`src/rtl/bdec_pkg.sv`:
```
package bdec_pkg;

    typedef enum logic [2:0] {
        RG_RAM_LO,
        RG_RAM_HI,
        RG_ROM,
        RG_SER,
        RG_PAGE,
        RG_EXT0,
        RG_EXT1
    } region_e;

    typedef enum logic [1:0] {
        PH_IDLE,
        PH_OPEN,
        PH_DONE
    } phase_e;

endpackage

```
`src/rtl/bdec_region.sv`:
```
module bdec_region
    import bdec_pkg::*;
#(
    parameter int ADDR_W = 16,
    parameter int SEG_W  = 3
) (
    input  logic [SEG_W+2:0] hi_addr,
    input  logic [SEG_W-1:0] io_sel,
    output region_e          region
);
    localparam int SUB_W = 2;
    localparam logic [SEG_W-1:0] TOP_SEG = {SEG_W{1'b1}};
    localparam int UNUSED_CHK = ADDR_W;

    logic [SEG_W-1:0] seg;
    logic [SUB_W-1:0] sub;
    logic [SEG_W-1:0] io_eff;

    assign seg    = hi_addr[SEG_W+1 -: SEG_W];
    assign sub    = hi_addr[SUB_W-1:0];
    assign io_eff = (io_sel == TOP_SEG) ? TOP_SEG - 1'b1 : io_sel;

    always_comb begin
        region = RG_RAM_HI;
        if (!hi_addr[SEG_W+2]) begin
            region = RG_RAM_LO;
        end else if (seg == TOP_SEG) begin
            region = RG_ROM;
        end else if (seg == io_eff) begin
            unique case (sub)
                2'd0:    region = RG_SER;
                2'd1:    region = RG_PAGE;
                2'd2:    region = RG_EXT0;
                default: region = RG_EXT1;
            endcase
        end
    end
endmodule

```
`src/rtl/bdec_page_fsm.sv`:
```
module bdec_page_fsm
    import bdec_pkg::*;
#(
    parameter int DATA_W = 8
) (
    input  logic              clk,
    input  logic              rst_n,
    input  logic              e,
    input  logic              rw,
    input  logic              hit,
    input  logic [DATA_W-1:0] d_in,
    output logic [DATA_W-1:0] page
);
    phase_e state_q, state_d;
    logic   load;
    logic   load_ok;

    assign load_ok = e && hit && !rw;

    always_ff @(posedge clk or negedge rst_n) begin
        if (!rst_n) state_q <= PH_IDLE;
        else        state_q <= state_d;
    end

    always_comb begin
        state_d = state_q;
        unique case (state_q)
            PH_IDLE: begin
                if (e) state_d = load_ok ? PH_DONE : PH_OPEN;
            end
            PH_OPEN, PH_DONE: begin
                if (!e) state_d = PH_IDLE;
            end
            default: state_d = PH_IDLE;
        endcase
    end

    always_comb begin
        load = 1'b0;
        unique case (state_q)
            PH_IDLE: load = load_ok;
            default: load = 1'b0;
        endcase
    end

    always_ff @(posedge clk or negedge rst_n) begin
        if (!rst_n)    page <= '0;
        else if (load) page <= d_in;
    end
endmodule

```
`src/rtl/bdec_map.sv`:
```
module bdec_map
    import bdec_pkg::*;
#(
    parameter int ADDR_W      = 16,
    parameter int RAM_PAGE_W  = 4,
    parameter int ROM_BANK_W  = 3,
    parameter int SEG_W       = 3,
    parameter int UPPER_PAGE  = 15,
    parameter int PHYS_W      = RAM_PAGE_W + ADDR_W - 1,
    parameter int ROM_AW      = ROM_BANK_W + ADDR_W - 1 - SEG_W,
    parameter int SMALL_BIT   = PHYS_W - 2
) (
    input  region_e               region,
    input  logic [ADDR_W-2:0]     lo_addr,
    input  logic [RAM_PAGE_W-1:0] ram_page,
    input  logic [ROM_BANK_W-1:0] rom_bank,
    input  logic [ROM_BANK_W-1:0] boot_jmp,
    input  logic                  e,
    input  logic                  rw,
    input  logic                  dis,
    input  logic                  small_ram,
    output logic                  ram_cs_n,
    output logic                  rom_cs_n,
    output logic                  ser_cs_n,
    output logic                  ext0_cs_n,
    output logic                  ext1_cs_n,
    output logic                  mem_rd_n,
    output logic                  mem_wr_n,
    output logic [PHYS_W-1:0]     ram_addr,
    output logic [ROM_AW-1:0]     rom_addr
);
    localparam int OFF_W = ADDR_W - 1 - SEG_W;
    localparam logic [RAM_PAGE_W-1:0] FIXED_PG = RAM_PAGE_W'(UPPER_PAGE);

    logic ram_hit, rom_hit, ser_hit, ext0_hit, ext1_hit;
    logic mem_sel;
    logic [RAM_PAGE_W-1:0] pg_sel;
    logic [PHYS_W-1:0]     raw_addr;

    always_comb begin
        ram_hit  = 1'b0;
        rom_hit  = 1'b0;
        ser_hit  = 1'b0;
        ext0_hit = 1'b0;
        ext1_hit = 1'b0;
        unique case (region)
            RG_RAM_LO, RG_RAM_HI: ram_hit  = 1'b1;
            RG_ROM:               rom_hit  = 1'b1;
            RG_SER:               ser_hit  = 1'b1;
            RG_EXT0:              ext0_hit = 1'b1;
            RG_EXT1:              ext1_hit = 1'b1;
            default:              ;
        endcase
    end

    assign ram_cs_n  = !(ram_hit && !dis);
    assign rom_cs_n  = !(rom_hit && !dis);
    assign ser_cs_n  = !ser_hit;
    assign ext0_cs_n = !ext0_hit;
    assign ext1_cs_n = !ext1_hit;

    assign mem_sel  = (ram_hit || rom_hit) && !dis;
    assign mem_rd_n = !(e && rw && mem_sel);
    assign mem_wr_n = !(e && !rw && mem_sel);

    assign pg_sel   = (region == RG_RAM_LO) ? ram_page : FIXED_PG;
    assign raw_addr = {pg_sel, lo_addr};

    for (genvar b = 0; b < PHYS_W; b++) begin : g_bit
        if (b == SMALL_BIT) begin : g_flip
            assign ram_addr[b] = raw_addr[b] ^ small_ram;
        end else begin : g_pass
            assign ram_addr[b] = raw_addr[b];
        end
    end

    assign rom_addr = {rom_bank | boot_jmp, lo_addr[OFF_W-1:0]};
endmodule

```
`src/rtl/bank_decoder.sv`:
```
module bank_decoder
    import bdec_pkg::*;
#(
    parameter int ADDR_W     = 16,
    parameter int RAM_PAGE_W = 4,
    parameter int ROM_BANK_W = 3,
    parameter int SEG_W      = 3,
    parameter int UPPER_PAGE = 15,
    parameter int DATA_W     = RAM_PAGE_W + ROM_BANK_W + 1,
    parameter int PHYS_W     = RAM_PAGE_W + ADDR_W - 1,
    parameter int ROM_AW     = ROM_BANK_W + ADDR_W - 1 - SEG_W
) (
    input  logic              clk,
    input  logic              rst_n,
    input  logic [ADDR_W-1:0] addr,
    input  logic [DATA_W-1:0] d_in,
    input  logic              e,
    input  logic              rw,
    input  logic              dis,
    input  logic [SEG_W-1:0]  io_sel,
    input  logic [ROM_BANK_W-1:0] boot_jmp,
    input  logic              small_ram,
    output logic              ram_cs_n,
    output logic              rom_cs_n,
    output logic              ser_cs_n,
    output logic              ext0_cs_n,
    output logic              ext1_cs_n,
    output logic              mem_rd_n,
    output logic              mem_wr_n,
    output logic [PHYS_W-1:0] ram_addr,
    output logic [ROM_AW-1:0] rom_addr,
    output logic              led
);
    localparam int HI_LSB = ADDR_W - 1 - SEG_W - 2;

    region_e           region;
    logic [DATA_W-1:0] page;

    bdec_region #(.ADDR_W(ADDR_W), .SEG_W(SEG_W)) u_region (
        .hi_addr (addr[ADDR_W-1:HI_LSB]),
        .io_sel  (io_sel),
        .region  (region)
    );

    bdec_page_fsm #(.DATA_W(DATA_W)) u_page (
        .clk   (clk),
        .rst_n (rst_n),
        .e     (e),
        .rw    (rw),
        .hit   (region == RG_PAGE),
        .d_in  (d_in),
        .page  (page)
    );

    bdec_map #(
        .ADDR_W(ADDR_W), .RAM_PAGE_W(RAM_PAGE_W), .ROM_BANK_W(ROM_BANK_W),
        .SEG_W(SEG_W), .UPPER_PAGE(UPPER_PAGE), .PHYS_W(PHYS_W), .ROM_AW(ROM_AW)
    ) u_map (
        .region    (region),
        .lo_addr   (addr[ADDR_W-2:0]),
        .ram_page  (page[RAM_PAGE_W-1:0]),
        .rom_bank  (page[RAM_PAGE_W +: ROM_BANK_W]),
        .boot_jmp  (boot_jmp),
        .e         (e),
        .rw        (rw),
        .dis       (dis),
        .small_ram (small_ram),
        .ram_cs_n  (ram_cs_n),
        .rom_cs_n  (rom_cs_n),
        .ser_cs_n  (ser_cs_n),
        .ext0_cs_n (ext0_cs_n),
        .ext1_cs_n (ext1_cs_n),
        .mem_rd_n  (mem_rd_n),
        .mem_wr_n  (mem_wr_n),
        .ram_addr  (ram_addr),
        .rom_addr  (rom_addr)
    );

    assign led = page[DATA_W-1];
endmodule

```
`config.mk`:
```
export PLATFORM = sky130hd
export DESIGN_NAME = bank_decoder
export DESIGN_NICKNAME = d
export VERILOG_FILES = /design/src/rtl/bdec_pkg.sv /design/src/rtl/bdec_region.sv /design/src/rtl/bdec_page_fsm.sv /design/src/rtl/bdec_map.sv /design/src/rtl/bank_decoder.sv
export SDC_FILE = /design/constraint.sdc
export NUM_CORES = 1
export LEC_CHECK = 0
export BUFFER_PORTS_ARGS = -buffer_cell sky130_fd_sc_hd__buf_2
export CAP_MARGIN = 40
export CORE_ASPECT_RATIO = 0.9
export CORE_MARGIN = 2
export CORE_UTILIZATION = 25
export DETAILED_ROUTE_END_ITERATION = 8
export GPL_TIMING_DRIVEN = 1
export SYNTH_ARGS = -nofsm -noshare
export SYNTH_HDL_FRONTEND = slang
export SYNTH_SLANG_ARGS = --single-unit
```
`constraint.sdc`:
```
create_clock -name clk -period 4.4 [get_ports clk]
set_input_delay 0.88 -clock clk [delete_from_list [all_inputs] [get_ports clk]]
set_output_delay 0.88 -clock clk [all_outputs]
set_load 0.01 [all_outputs]
```
# Word-level counts from Yosys, hierarchy flattened
# Cells that the tools add are included.
dict set report word_totals {
  ff_bits 10
  input_bits 36
  elab_cells 60
}
dict set report classes {
  eq_ne 15
  muxes 16
  bitwise 2
  n_reduce_logical 25
}
# operator count
set ops {}
lappend ops {{3-bit equality test (second input constant)} 5}
lappend ops {{3-bit 2-to-1 mux} 4}
lappend ops {{1-bit logical AND} 9}
lappend ops {{1-bit zero test} 9}
lappend ops {{3-bit one-hot mux with 3 select lines} 1}
lappend ops {{3-bit by 2-bit equality test with 1-bit output (second input constant)} 2}
lappend ops {{1-bit 2-to-1 mux} 6}
lappend ops {{2-bit 2-to-1 mux} 3}
lappend ops {{2-bit by 1-bit equality test with 1-bit output (second input constant)} 2}
lappend ops {{2-bit equality test (second input constant)} 2}
lappend ops {{2-bit zero test} 2}
lappend ops {{4-bit 2-to-1 mux} 1}
lappend ops {{2-bit inequality test (second input constant)} 2}
lappend ops {{2-bit one-hot mux with 2 select lines} 1}
lappend ops {{2-bit OR reduction} 2}
lappend ops {{3-bit by 1-bit equality test with 1-bit output (second input constant)} 1}
lappend ops {{3-bit equality test} 1}
lappend ops {{3-bit zero test} 1}
lappend ops {{3-bit OR} 1}
lappend ops {{2-bit AND reduction} 1}
lappend ops {{1-bit logical OR} 1}
lappend ops {{1-bit bitwise XOR} 1}

# Longest topological paths before layout
dict set report depth {
  depth_word 13
  mapped_depth 6
  depth_no_buf 6
}

# Hierarchy
# A second synthesis with hierarchy kept.
dict set report unflattened {
  cells_unflattened 95
  hier_area_um2 930.9
}
# mod instances cells_each area_each_um2
set modules_own_cells {}
lappend modules_own_cells {bdec_page_fsm 1 28 426.7}
lappend modules_own_cells {bdec_map 1 45 337.8}
lappend modules_own_cells {bdec_region 1 21 153.9}
lappend modules_own_cells {bank_decoder 1 1 12.5}

# Least setup slack after synthesis
# No wires, ideal clock.
dict set report synth_path {
  path_type {input port to output port}
  startpoint {in addr[12]}
  endpoint {out ext1_cs_n}
  arrival_time_ns 2.017
  t_required_ns 3.520
  setup_slack_ns 1.503
  path_stages 4
  path_cell_list {xor2_2 nor4_4 o21ai_1 or4_1}
}
dict set report synth_via {
  elab_chain_len 7
  word_cells_on_any_way 8
  classes_between {3 x eq/ne; 4 x mux; 1 x reduce/logical}
}
# item line
set synth_rtl {}
lappend synth_rtl {{from (decl)} bank_decoder.sv:15} ;# input logic [ADDR_W-1:0] addr,
lappend synth_rtl {{3-bit equality test} bdec_region.sv:29} ;# end else if (seg == io_eff) begin
lappend synth_rtl {{3-bit 2-to-1 mux} bdec_region.sv:29}
lappend synth_rtl {{3-bit 2-to-1 mux (*)} bdec_region.sv:27} ;# end else if (seg == TOP_SEG) begin
lappend synth_rtl {{3-bit 2-to-1 mux (*)} bdec_region.sv:25} ;# if (!hi_addr[SEG_W+2]) begin
lappend synth_rtl {{3-bit equality test (*)} bdec_map.sv:46} ;# unique case (region)
lappend synth_rtl {{1-bit 2-to-1 mux (*)} bdec_map.sv:46}
lappend synth_rtl {{1-bit zero test (*)} bdec_map.sv:60} ;# assign ext1_cs_n = !ext1_hit;
lappend synth_rtl {{to (decl)} bank_decoder.sv:27} ;# output logic ext1_cs_n,
# Mark *: on every way between the ends. The rest lies on a longest branch, timed or not.

# Worst setup path after layout
# Ends and elaborated chain as after synthesis.

==> flow_summary.toml <==
[worst_setup_path]
reg2regPathDepth = 4
cp.arrival_ps = 2400
worst_ep_required_time_ps = 3520
crit_type = "in -> out"
cp_common_cell = "buf_2"
crit_chain = "buf_2 > xor2_2 > nor4_4 > o21ai_1 > or4_1 > buf_2"
endpoint_kind = "output pin"
start_kind = "primary input"
path_max_fanout = 6
cp_slowest_cell = "or4_1"
rr_endpoint = "u_page.page[2]"
r2r_slack_ps = 3020
slowest_delay_ps = 430
r2r_start = "u_page.state_q[1]"

[yosys]
yosys.area.top_type_share_pct = 26.9
netlist_area_um2 = 931
synth.distinct_cells = 31
ys_seq_elements = 10
synth_warnings = 0
ys_seq_area_share_pct = 26.9
synth_nets = 135
syn_inst = 96
yosys.area.top_type = "dfrtp_1"
avgSynthCellArea_um2 = 9.70
synth_area_leaders = "dfrtp_1, buf_4, mux2_2"

[grt]
track_usage_pct = 8.83
grt-ovfl-total = 0
grt_pass1_vias = 668
grt_max_degree = 11
antenna_found_initial = 0
grt_pass1_wl_mm = 2.81

[drt]
via_per_inst = 4.38
drt_wl_total_mm = 1.89
drc = 0
dr.pass1.iters = 4
drt_iter0_drc = 25
detail-route-antenna-nets = 0
dr_total_vias = 719
wl_per_cell_um = 11.5

[power_and_ir_drop]
power_frac_seq_pct = 37.1
comb_power_share_pct = 33.0
p_clk_share_pct = 29.9
p_int_mw = 0.215
peakVddDrop_uv = 134
swShare_pct = 28.8
power_density_nw_per_um2 = 285
leakagePower_nw = 0.523
switching_power_mw = 0.0867

[sta]
skew_ps = 1.41
finalHoldViolCount = 0
hold_ws_ps = 484
setup-violations-final = 0
timing.final.crit_share_pct = 74.5
worst_pin_slew_ps = 449
relSlewSlack_pct = 69.9
rsz0062_at_grt = "no"
tns_ps = 0
max_freq_mhz = 305
layout_min_cycle_time_ps = 3280
drv_slew = 0

[job]
drv_cap = 0

[floorplan]
num_io_pins = 78
dieArea_um2 = 4230
start_util_pct = 25.5
row_count = 21
coreArea_um2 = 3650
die_y_um = 61.9
dieWidth_um = 68.3

[clock_tree]
cts_setup_buffers = 0
cts_resized = 0
cts_max_level = 1
cts_buffers = 3
cts_tree = "done"
cts_hold_buf = 0
clockRootBuffer = "clkbuf_8"
clock_path_buffers = 2
clock_sinks = 10
clock_latency_ps = 230
clk_pin_slew_ps = 40

[final_layout]
seq_area_um2 = 250
area_growth_pct = 13.7
final_cell_count_no_fill = 164
multi_input_area_um2 = 452
final_nets = 159
drive_gt1_share_pct = 59.3
antenna-diode-count = 0
num-fill-cells = 377
final_area_um2 = 1060

[place]
io_buffer_count = 47
dpl_cell_area_um2 = 1020
place_inst = 161
hpwl_mm = 1.57
gp_congestion = 0.687

[hold_path]
whs_path_depth = 2
hold_class = "reg -> reg"
min_from = "u_page.state_q[1]"
holdPathEnd = "u_page.state_q[1]"

[run_status]
status = "finished, final reports clean"
## Yosys cell counts (all sizes together)
library cell,count
nor2,2
or2,7
a31oi,1
o21ai,2
nand2,6
nor4,1
buf,27
o2111ai,2
nor4b,1
nand4bb,1
mux2,9
xor2,2
o21bai,1
nand4,3
nand4b,1
a22o,1
clkbuf,1
ha,3
o22ai,1
nand2b,2
dfrtp,10
or3,1
xnor2,1
inv,6
o211ai,2
or4,1
or3b,1
## critical path: cells and delay by family
kind	cells	cell delay, ps
compound gates	1	160
xor+xnor	1	200
buf+inv	2	300
simple gates	2	850
## routing by layer
| metal | wire length [um] | global-route usage [%] | vias up |
|---|---|---|---|
| met2 | 1010 | 16.2 | 33 |
| met1 | 701 | 10.0 | 333 |
| met4 | 14 | 4.57 | 0 |
| met5 | 0 | 0 | - |
| met3 | 166 | 1.26 | 4 |
| li1 | - | - | 349 |
## placed cells by master (no fill, tap or decap)
| master | Yosys | layout |
|---|---|---|
| nand2b_1 | 2 | 2 |
| clkbuf_8 | 0 | 3 |
| mux2_1 | 1 | 1 |
| nand2_1 | 6 | 6 |
| nand4b_1 | 1 | 1 |
| nor2_1 | 2 | 2 |
| or3b_1 | 1 | 1 |
| o22ai_2 | 1 | 1 |
| o21ai_0 | 1 | 1 |
| xnor2_1 | 1 | 1 |
| or4_1 | 1 | 1 |
| or3_1 | 1 | 1 |
| or2_2 | 7 | 7 |
| o211ai_1 | 2 | 2 |
| buf_2 | 0 | 47 |
| o21ai_1 | 1 | 1 |
| a31oi_1 | 1 | 1 |
| xor2_1 | 1 | 1 |
| inv_1 | 6 | 6 |
| mux2_2 | 8 | 8 |
| xor2_2 | 1 | 1 |
| o2111ai_4 | 1 | 1 |
| dfrtp_1 | 10 | 10 |
| o21bai_1 | 1 | 1 |
| nor4b_2 | 1 | 1 |
| a22o_1 | 1 | 1 |
| nor4_4 | 1 | 1 |
| nand4bb_1 | 1 | 1 |
| o2111ai_1 | 1 | 1 |
| ha_1 | 3 | 3 |
| nand4_1 | 3 | 3 |
## layout make-up
cell class,instances,area share [%]
Clock buffer,3,3.90
Inverter,6,2.13
Multi-Input combinational cell,52,42.7
Sequential cell,10,23.6
Tap cell,46,5.44
Timing Repair Buffer,47,22.2
## sequential cells by signal, indices dropped and copies added (netlist names)
name	count
u_page.page	8
u_page.state_q	2
## how the worst max path moves through the flow
stage	startpoint	to	slack, ps
after floorplan	addr[12]	ext1_cs_n	1500
after global placement	addr[12]	ext1_cs_n	1210
after detailed placement	addr[12]	ext1_cs_n	1140
after CTS	addr[12]	ext1_cs_n	1130
after global routing	addr[12]	ext1_cs_n	1010
final	addr[12]	ext1_cs_n	1120
## logic make-up after synthesis
logic type               Yosys count  synth area share, %
buffers and inverters             34                 24.6
multiplexers                       9                 10.9
AO/OA/AOI/OAI                     10                 10.2
AND/OR/NAND/NOR                   27                 19.8
adder cells (fa/ha/maj)            3                 4.03
XOR/XNOR                           3                 3.63
flip-flops                        10                 26.9
## metrics by stage
stage | total power, mW | worst slack (ps) | utilization, %
2_1_floorplan | 0.198 | 1500 | -
3_3_place_gp | 0.209 | 1210 | 27.9
3_5_place_dp | 0.213 | 1140 | 27.9
4_1_cts | 0.309 | 1130 | 29.0
5_1_grt | 0.323 | 1010 | 29.0
6_report | 0.301 | 1120 | 29.0
## power by group through the flow
stage | Combinational, mW | Clock [mW] | Sequential [mW]
floorplan | 0.0860 | 0 | 0.112
global placement | 0.0966 | 0 | 0.112
detailed placement | 0.100 | 0 | 0.113
CTS | 0.101 | 0.0957 | 0.112
global route | 0.111 | 0.0984 | 0.113
finish | 0.0995 | 0.0900 | 0.112
Note: power is estimated with default switching activity, not from simulation.
